===== config.mk =====
export PLATFORM = sky130hd
export DESIGN_NAME = hazard_resolver
export DESIGN_NICKNAME = d
export VERILOG_FILES = /design/src/rtl/hz_pkg.sv /design/src/rtl/hz_opnd_sel.sv /design/src/rtl/hz_load_use.sv /design/src/rtl/hazard_resolver.sv
export SDC_FILE = /design/constraint.sdc
export NUM_CORES = 1
export LEC_CHECK = 0
export BUFFER_PORTS_ARGS = -buffer_cell sky130_fd_sc_hd__buf_2
export CORE_AREA = 2 2 39 41
export DETAILED_ROUTE_END_ITERATION = 16
export DIE_AREA = 0 0 41 43
export PLACE_DENSITY = 0.78
export SETUP_SLACK_MARGIN = 0.02
export SLEW_MARGIN = 30
export SYNTH_ARGS = -nofsm -noshare
export SYNTH_HDL_FRONTEND = slang
export SYNTH_SLANG_ARGS = --single-unit

===== constraint.sdc =====
create_clock -name vclk -period 2.37
set_input_delay 0.474 -clock vclk [all_inputs]
set_output_delay 0.474 -clock vclk [all_outputs]
set_load 0.02 [all_outputs]

===== src/rtl/hz_pkg.sv =====
package hz_pkg;
  typedef enum logic [1:0] {
    SEL_REGFILE = 2'b00,
    SEL_MEMWB   = 2'b01,
    SEL_EXMEM   = 2'b10
  } opnd_sel_e;
endpackage


===== src/rtl/hz_opnd_sel.sv =====
module hz_opnd_sel
  import hz_pkg::*;
#(
  parameter int REG_AW = 5
) (
  input  logic [REG_AW-1:0] src,
  input  logic              exm_wr,
  input  logic [REG_AW-1:0] exm_rd,
  input  logic              mwb_wr,
  input  logic [REG_AW-1:0] mwb_rd,
  output opnd_sel_e         sel
);
  localparam logic [REG_AW-1:0] ZERO_REG = '0;

  logic hit_exm;
  logic hit_mwb;

  assign hit_exm = exm_wr && (exm_rd != ZERO_REG) && (exm_rd == src);
  assign hit_mwb = mwb_wr && (mwb_rd != ZERO_REG) && (mwb_rd == src);

  // the younger producer takes precedence
  always_comb begin
    if (hit_exm)      sel = SEL_EXMEM;
    else if (hit_mwb) sel = SEL_MEMWB;
    else              sel = SEL_REGFILE;
  end
endmodule


===== src/rtl/hz_load_use.sv =====
module hz_load_use #(
  parameter int REG_AW = 5
) (
  input  logic              ld_pend,
  input  logic [REG_AW-1:0] ld_rd,
  input  logic [REG_AW-1:0] dec_rs,
  input  logic [REG_AW-1:0] dec_rt,
  output logic              hold
);
  assign hold = ld_pend && ((ld_rd == dec_rs) || (ld_rd == dec_rt));
endmodule


===== src/rtl/hazard_resolver.sv =====
module hazard_resolver
  import hz_pkg::*;
#(
  parameter int REG_AW = 5
) (
  input  logic [REG_AW-1:0] ex_rs,
  input  logic [REG_AW-1:0] ex_rt,
  input  logic              ex_mem_rd,
  input  logic              exm_wr,
  input  logic [REG_AW-1:0] exm_rd,
  input  logic              mwb_wr,
  input  logic [REG_AW-1:0] mwb_rd,
  input  logic [REG_AW-1:0] dec_rs,
  input  logic [REG_AW-1:0] dec_rt,
  output logic [1:0]        fwd_a,
  output logic [1:0]        fwd_b,
  output logic              pc_we,
  output logic              ifid_we,
  output logic              bubble
);
  localparam int NUM_SRC = 2;

  logic [REG_AW-1:0] src_num [NUM_SRC];
  opnd_sel_e         src_sel [NUM_SRC];
  logic              hold;

  assign src_num[0] = ex_rs;
  assign src_num[1] = ex_rt;

  for (genvar g = 0; g < NUM_SRC; g++) begin : g_src
    hz_opnd_sel #(.REG_AW(REG_AW)) u_sel (
      .src    (src_num[g]),
      .exm_wr (exm_wr),
      .exm_rd (exm_rd),
      .mwb_wr (mwb_wr),
      .mwb_rd (mwb_rd),
      .sel    (src_sel[g])
    );
  end

  hz_load_use #(.REG_AW(REG_AW)) u_ldu (
    .ld_pend (ex_mem_rd),
    .ld_rd   (ex_rt),
    .dec_rs  (dec_rs),
    .dec_rt  (dec_rt),
    .hold    (hold)
  );

  assign fwd_a   = src_sel[0];
  assign fwd_b   = src_sel[1];
  assign pc_we   = ~hold;
  assign ifid_we = ~hold;
  assign bubble  = hold;
endmodule


==> results of run 1 <==
==> metrics by stage <==
step                std cells  setup slack (ns)
detailed placement        105           0.03996
finish                    105           0.05007
global placement          105            0.1027
global route              105          0.003417
CTS                       105           0.04150
floorplan                  55            0.1604
==> metal layers <==
metal / share of wire (%) / up-vias
met3: 4.8 / 5
met4: 2.4 / 0
met5: 0 / -
met2: 57 / 19
li1: - / 253
met1: 36 / 229
==> area by class of cell <==
class | instances | area share (%)
multi-input cells | 49 | 63.45
repair buffers | 40 | 33.26
well taps | 16 | 3.285
==> worst min-delay path by stage <==
stage,start,to,depth (start not counted)
CTS,ex_mem_rd,pc_we,3
detailed placement,ex_mem_rd,pc_we,3
floorplan,ex_mem_rd,ifid_we,1
finish,ex_mem_rd,pc_we,3
global route,ex_mem_rd,pc_we,3
global placement,ex_mem_rd,pc_we,3
==> cells in the final DEF (no fill, tap or decap) <==
cell type	instances
buf_2	39
nand2_1	3
nor2_1	1
xnor2_1	24
nor4_1	2
or4_1	2
and2_1	1
buf_4	1
o21ai_2	1
nand3_1	2
nand4_1	4
xor2_1	6
o22ai_1	1
nor4_2	2
==> what timing repair did <==
| item | 4_1_cts | 5_1_grt |
|---|---|---|
| endpoints found under the hold margin | 0 | 0 |
| endpoints found under the setup margin | 0 | 1 |
| resized for setup | 0 | 1 |
| hold buffers | 0 | 0 |
==> power groups by stage <==
stage | sequential, mW | combinational, mW | clock [mW]
global route | 0 | 0.121 | 0
global placement | 0 | 0.106 | 0
detailed placement | 0 | 0.109 | 0
floorplan | 0 | 0.0623 | 0
CTS | 0 | 0.110 | 0
finish | 0 | 0.109 | 0
==> worst min-delay path, delay by kind of cell <==
kind	cells	cell delay [ns]
and+or+nand+nor	1	0.05
buffers and inverters	2	0.23
==> cells by family (layout without fill, tap and decap cells) <==
family,Yosys count,count (layout),synth area share [%]
and+or+nand+nor,17,17,25.89
buffers and inverters,6,40,8.035
xor gates and xnor gates,30,30,62.50
AOI/OAI and AO/OA,2,2,3.573
==> reports/summary.txt, run 1 <==
status - completed
post-layout instance area - 609.3 um2
dominant cell by count in the synthesized netlist - xnor2_1
slew at the pin closest to its max-slew limit - 0.5361 ns
vias - 506
DIE AREA - 1763 um2
port buffer count - 40
layout cell share with drive strength beyond 1 - 48.31%
met2 Usage GRT - 28.75%
TritonRoute pass-1 iters - 4
HP Class - input pin to output pin
fmax - 0.4310 GHz
slowest cell delay on critical path - 0.54 ns
Post-CTS Setup Inserts - 0
io pins - 40
final critical-path share of the clock period - 97.89%
DR iter-0 viols - 5
share of the synthesized area in the top cell type - 50.00%
drt total wl - 1227 um
Sequential Power Share - 0%
Die H - 43 um
final hold viol count - 0
Max FO, Critical Path - 3
Static Leak - 0.2598 nW
Yosys warnings - 0
CP Depth - 6
routability cong. - 0.8597
post-layout minimum cycle time - 2.320 ns
Max Cap Viol - 0
top post-synthesis cells by area - xnor2_1 50%, xor2_1 12%, nand4_1 6.0%
mapped cell area - 420.4 um2
Fin Setup TNS - 0 ns
syn nets - 88
Layout area overhead - 44.94%
VDD IR max - 0.05560 mV
critical path endpoint - fwd_b[0]
met1 Resource Use GR - 17.72%
dpl hpwl - 1130 um
Antenna Cells - 0
top cells by count, synth - 24 x xnor2_1, 6 x xor2_1, 4 x nand4_1
final setup vio count - 0
DR vias/cell - 4.819
number of global-route vias before repair - 462
Rows - 14
Fillers - 147
initial antenna violation count - 0
Final nets - 124
syn avg cell area - 7.644 um2
CP bufs+invs - 2
final core utilization - 44.03%
Worst Setup End Kind - output pin
sequential-to-total area share from yosys stat - 0%
share of total power in the clock network - 0%
FF+latch count - 0
Worst Path Required - 1.90 ns
largest net degree at the start of global routing - 5
Worst path slowest cell - or4_1
Setup Crit Path Kind - input pin to output pin
grt total ovfl - 0
Top Usage Layer GRT - met2
CP Cell Sequence - buf_2 -> or4_1 -> o21ai_2 -> nor4_1 -> nor4_2 -> buf_4
combinational share of power - 100.0%
sw frac - 47.42%
unrepaired setup endpoints after global routing - true
synthesized instance count - 55
placed cell area - 606.8 um2
area leader, netlist - xnor2_1
starting density of the core - 30.38%
P per Cell Area - 178.8 nW/um2
WL/cell - 11.69 um
met3 Usage GRT - 0%
crit path DAT - 1.85 ns
# DRC - 0
CLK BUF - 0
multi-input logic area - 386.6 um2
die width - 41 um
total power - 0.1090 mW
Seq. cell area - 0 um2
CP Launch Point - exm_rd[0]
Top Family by Delay on Critical Path - simple AND/OR/NAND/NOR gates
global-route wire length before repair - 1925 um
Worst Hold Margin - 1.229 ns
critical path launch point type - input pin
total core area - 1384 um2
antenna viol nets, final - 0
Synth cell types - 14
Pint - 0.05729 mW
Net Switching - 0.05166 mW
worst rel slew slack - 63.93%
Pins Over Slew Limit - 0
Tot GR Track Use - 15.08%
Note: power is estimated with default switching activity, not from simulation.
==> run 2, diff against run 1 <==
ABC_AREA = 1   (was not set)
CELL_PAD_IN_SITES_DETAIL_PLACEMENT = 1   (was not set)
CELL_PAD_IN_SITES_GLOBAL_PLACEMENT = 2   (was not set)
CORE_AREA = not set   (was 2 2 39 41)
CORE_MARGIN = 2   (was not set)
CORE_UTILIZATION = 19   (was not set)
DIE_AREA = not set   (was 0 0 41 43)
PLACE_DENSITY = 0.95   (was 0.78)
==> run 2 against run 1 <==
Flip-flop and latch count did not move. Worst hold slack improved by 0.014 ns. Non-clock buffer count did not move. Critical endpoint is now fwd_a[0]. Highest routed layer is now met3.
==> reports/summary.txt, run 2 <==
number of global-route vias before repair - 809 (+75%)
global-route wire length before repair - 3243 um (+68%)
VDD IR max - 0.03946 mV (-29%)
CP Cell Sequence - buf_2 -> inv_1 -> nand2_1 -> nand2_1 -> nor2_1 -> nand3_1 -> nor2_1 -> nor2_1 -> buf_2
P per Cell Area - 163.3 nW/um2 (-8.7%)
final critical-path share of the clock period - 76.18% (-22 points)
status - completed
starting density of the core - 20.39% (-10 points)
Die H - 59.10 um (+37%)
mapped cell area - 576.8 um2 (+37%)
largest net degree at the start of global routing - 6 (+1)
slowest cell delay on critical path - 0.15 ns (-0.39 ns)
Synth Area in XOR/XNOR - 16.70% (-46 points)
fmax - 0.5539 GHz (+28%)
drt total wl - 2037 um (+66%)
Layout area overhead - 37.53%
final core utilization - 28.04% (-16 points)
TritonRoute pass-1 iters - 4 (unchanged)
dpl hpwl - 1863 um (+65%)
final hold viol count - 0 (unchanged)
Fin Setup TNS - 0 ns (unchanged)
simple-gate share of the synthesized area - 61.39% (+35 points)
vias - 844 (+67%)
top post-synthesis cells by area - nand2_1 39%, inv_1 12%, nor2_1 10%
DP Cell Count - 195 (+86%)
DIE AREA - 3493 um2 (+98%)
synthesized instance count - 127 (+130%)
syn avg cell area - 4.542 um2 (-41%)
Tot GR Track Use - 11.43% (-3.7 points)
commonest non-fill, non-tap cell in the layout - nand2_1
critical path launch point type - input pin
crit path DAT - 1.33 ns (-0.52 ns)
Cell Count, Final, Fillers Out - 195 (+86%)
Setup Crit Path Kind - input pin to output pin
Pins Over Slew Limit - 0 (unchanged)
Post-CTS Setup Inserts - 0 (unchanged)
post_cts resized - 0 (unchanged)
die width - 59.10 um (+44%)
area leader, netlist - nand2_1
Worst Path Required - 1.90 ns (about the same)
initial antenna violation count - 0 (unchanged)
DR vias/cell - 4.328 (-10%)
slew at the pin closest to its max-slew limit - 0.2127 ns (-0.3234 ns)
Static Leak - 0.5368 nW (+110%)
# DRC - 0 (unchanged)
CLK BUF - 0 (unchanged)
unrepaired setup endpoints after global routing - false
Max FO, Critical Path - 3 (unchanged)
cell mode on critical path - nor2_1
sequential-to-total area share from yosys stat - 0% (unchanged)
Final nets - 199 (+60%)
share of the synthesized area in the top cell type - 39.05% (-11 points)
Worst path slowest cell - buf_2
Synth Area in Compound Gates - 2.386% (-1.2 points)
port buffer count - 40 (unchanged)
final setup vio count - 0 (unchanged)
multiplexer area fraction after synthesis - 0% (unchanged)
highest-count cells in the layout ignoring fill and taps - 60 x nand2_1, 40 x buf_2, 19 x inv_1
WL/cell - 10.45 um (-11%)
HP Class - input pin to output pin
Max Cap Viol - 0 (unchanged)
Seq. cell area - 0 um2 (unchanged)
routability cong. - 0.7781 (-9.5%)
Adder-Cell Fraction of Synth Area - 0% (unchanged)
grt total ovfl - 0 (unchanged)
worst rel slew slack - 85.73% (+22 points)
main combinational cell family by area after synthesis - simple AND/OR/NAND/NOR gates
layout cell share with drive strength beyond 1 - 29.88% (-18 points)
dominant cell by count in the synthesized netlist - nand2_1
antenna viol nets, final - 0 (unchanged)
total core area - 2829 um2 (+100%)
Rows - 19 (+5)
Synth cell types - 14 (unchanged)
Antenna Cells - 0 (unchanged)
FF+latch count - 0 (unchanged)
Yosys warnings - 0 (unchanged)
io pins - 40 (unchanged)
post-layout minimum cycle time - 1.805 ns (-0.5145 ns)
DR iter-0 viols - 21 (+16)
top cells by count, synth - 60 x nand2_1, 19 x inv_1, 16 x nor2_1, 6 x xnor2_1
syn nets - 160 (+82%)
Worst Setup End Kind - output pin
hold_buf cts - 0 (unchanged)
run 2: changes by cell type after synthesis, sizes merged, moves of 3 or more:
cell / delta
clkbuf: -3
inv: +24
nand2: +57
nand3: +4
nand4: -3
nor2: +17
nor4: -4
xnor2: -18
run 2: critical path: cells and delay by family:
family | cells | cell delay, ns
AND/OR/NAND/NOR | 6 | 0.53
buffers and inverters | 3 | 0.31
run 2: final timing paths:
check,slack (ns),cells after the start,startpoint,to
hold / removal,1.24,3,ex_mem_rd,pc_we
setup / recovery,0.56,9,exm_rd[0],fwd_a[0]
run 2: through the flow:
stage,hold slack [ns],setup slack (ns),power [mW],cell area [um2]
finish,1.244,0.5645,0.1296,793.3
CTS,1.248,0.5495,0.1318,793.3
floorplan,1.049,0.7061,0.07209,576.8
detailed placement,1.248,0.5514,0.1313,793.3
global placement,1.237,0.5835,0.1255,793.3
global route,1.258,0.4597,0.1474,793.3
run 2: kinds of logic after synthesis:
logic type / Yosys count
compound gates: 2
xor+xnor: 11
buf+inv: 27
simple gates: 87
run 2: layout make-up:
cell class	count	area [um2]
Fill cell	419	2036
Inverter	24	90.09
Multi-Input combinational cell	100	464.2
Tap cell	31	38.79
Timing Repair Buffer	40	200.2
run 2: layer usage:
| metal | wire length, um | vias to the layer above | part of all wire, % | GRT usage, % |
|---|---|---|---|---|
| met4 | 0 | 0 | 0 | 0 |
| met1 | 965 | 374 | 47 | 14.15 |
| met2 | 973 | 28 | 48 | 22.86 |
| met3 | 98 | 0 | 4.8 | 0.4367 |
| li1 | - | 442 | - | - |
| met5 | 0 | - | 0 | 0 |
run 2: report_power, final:
group	switching (mW)	internal (mW)	total [mW]
registers	0	0	0
logic	0.0746	0.0549	0.130
clock network	0	0	0
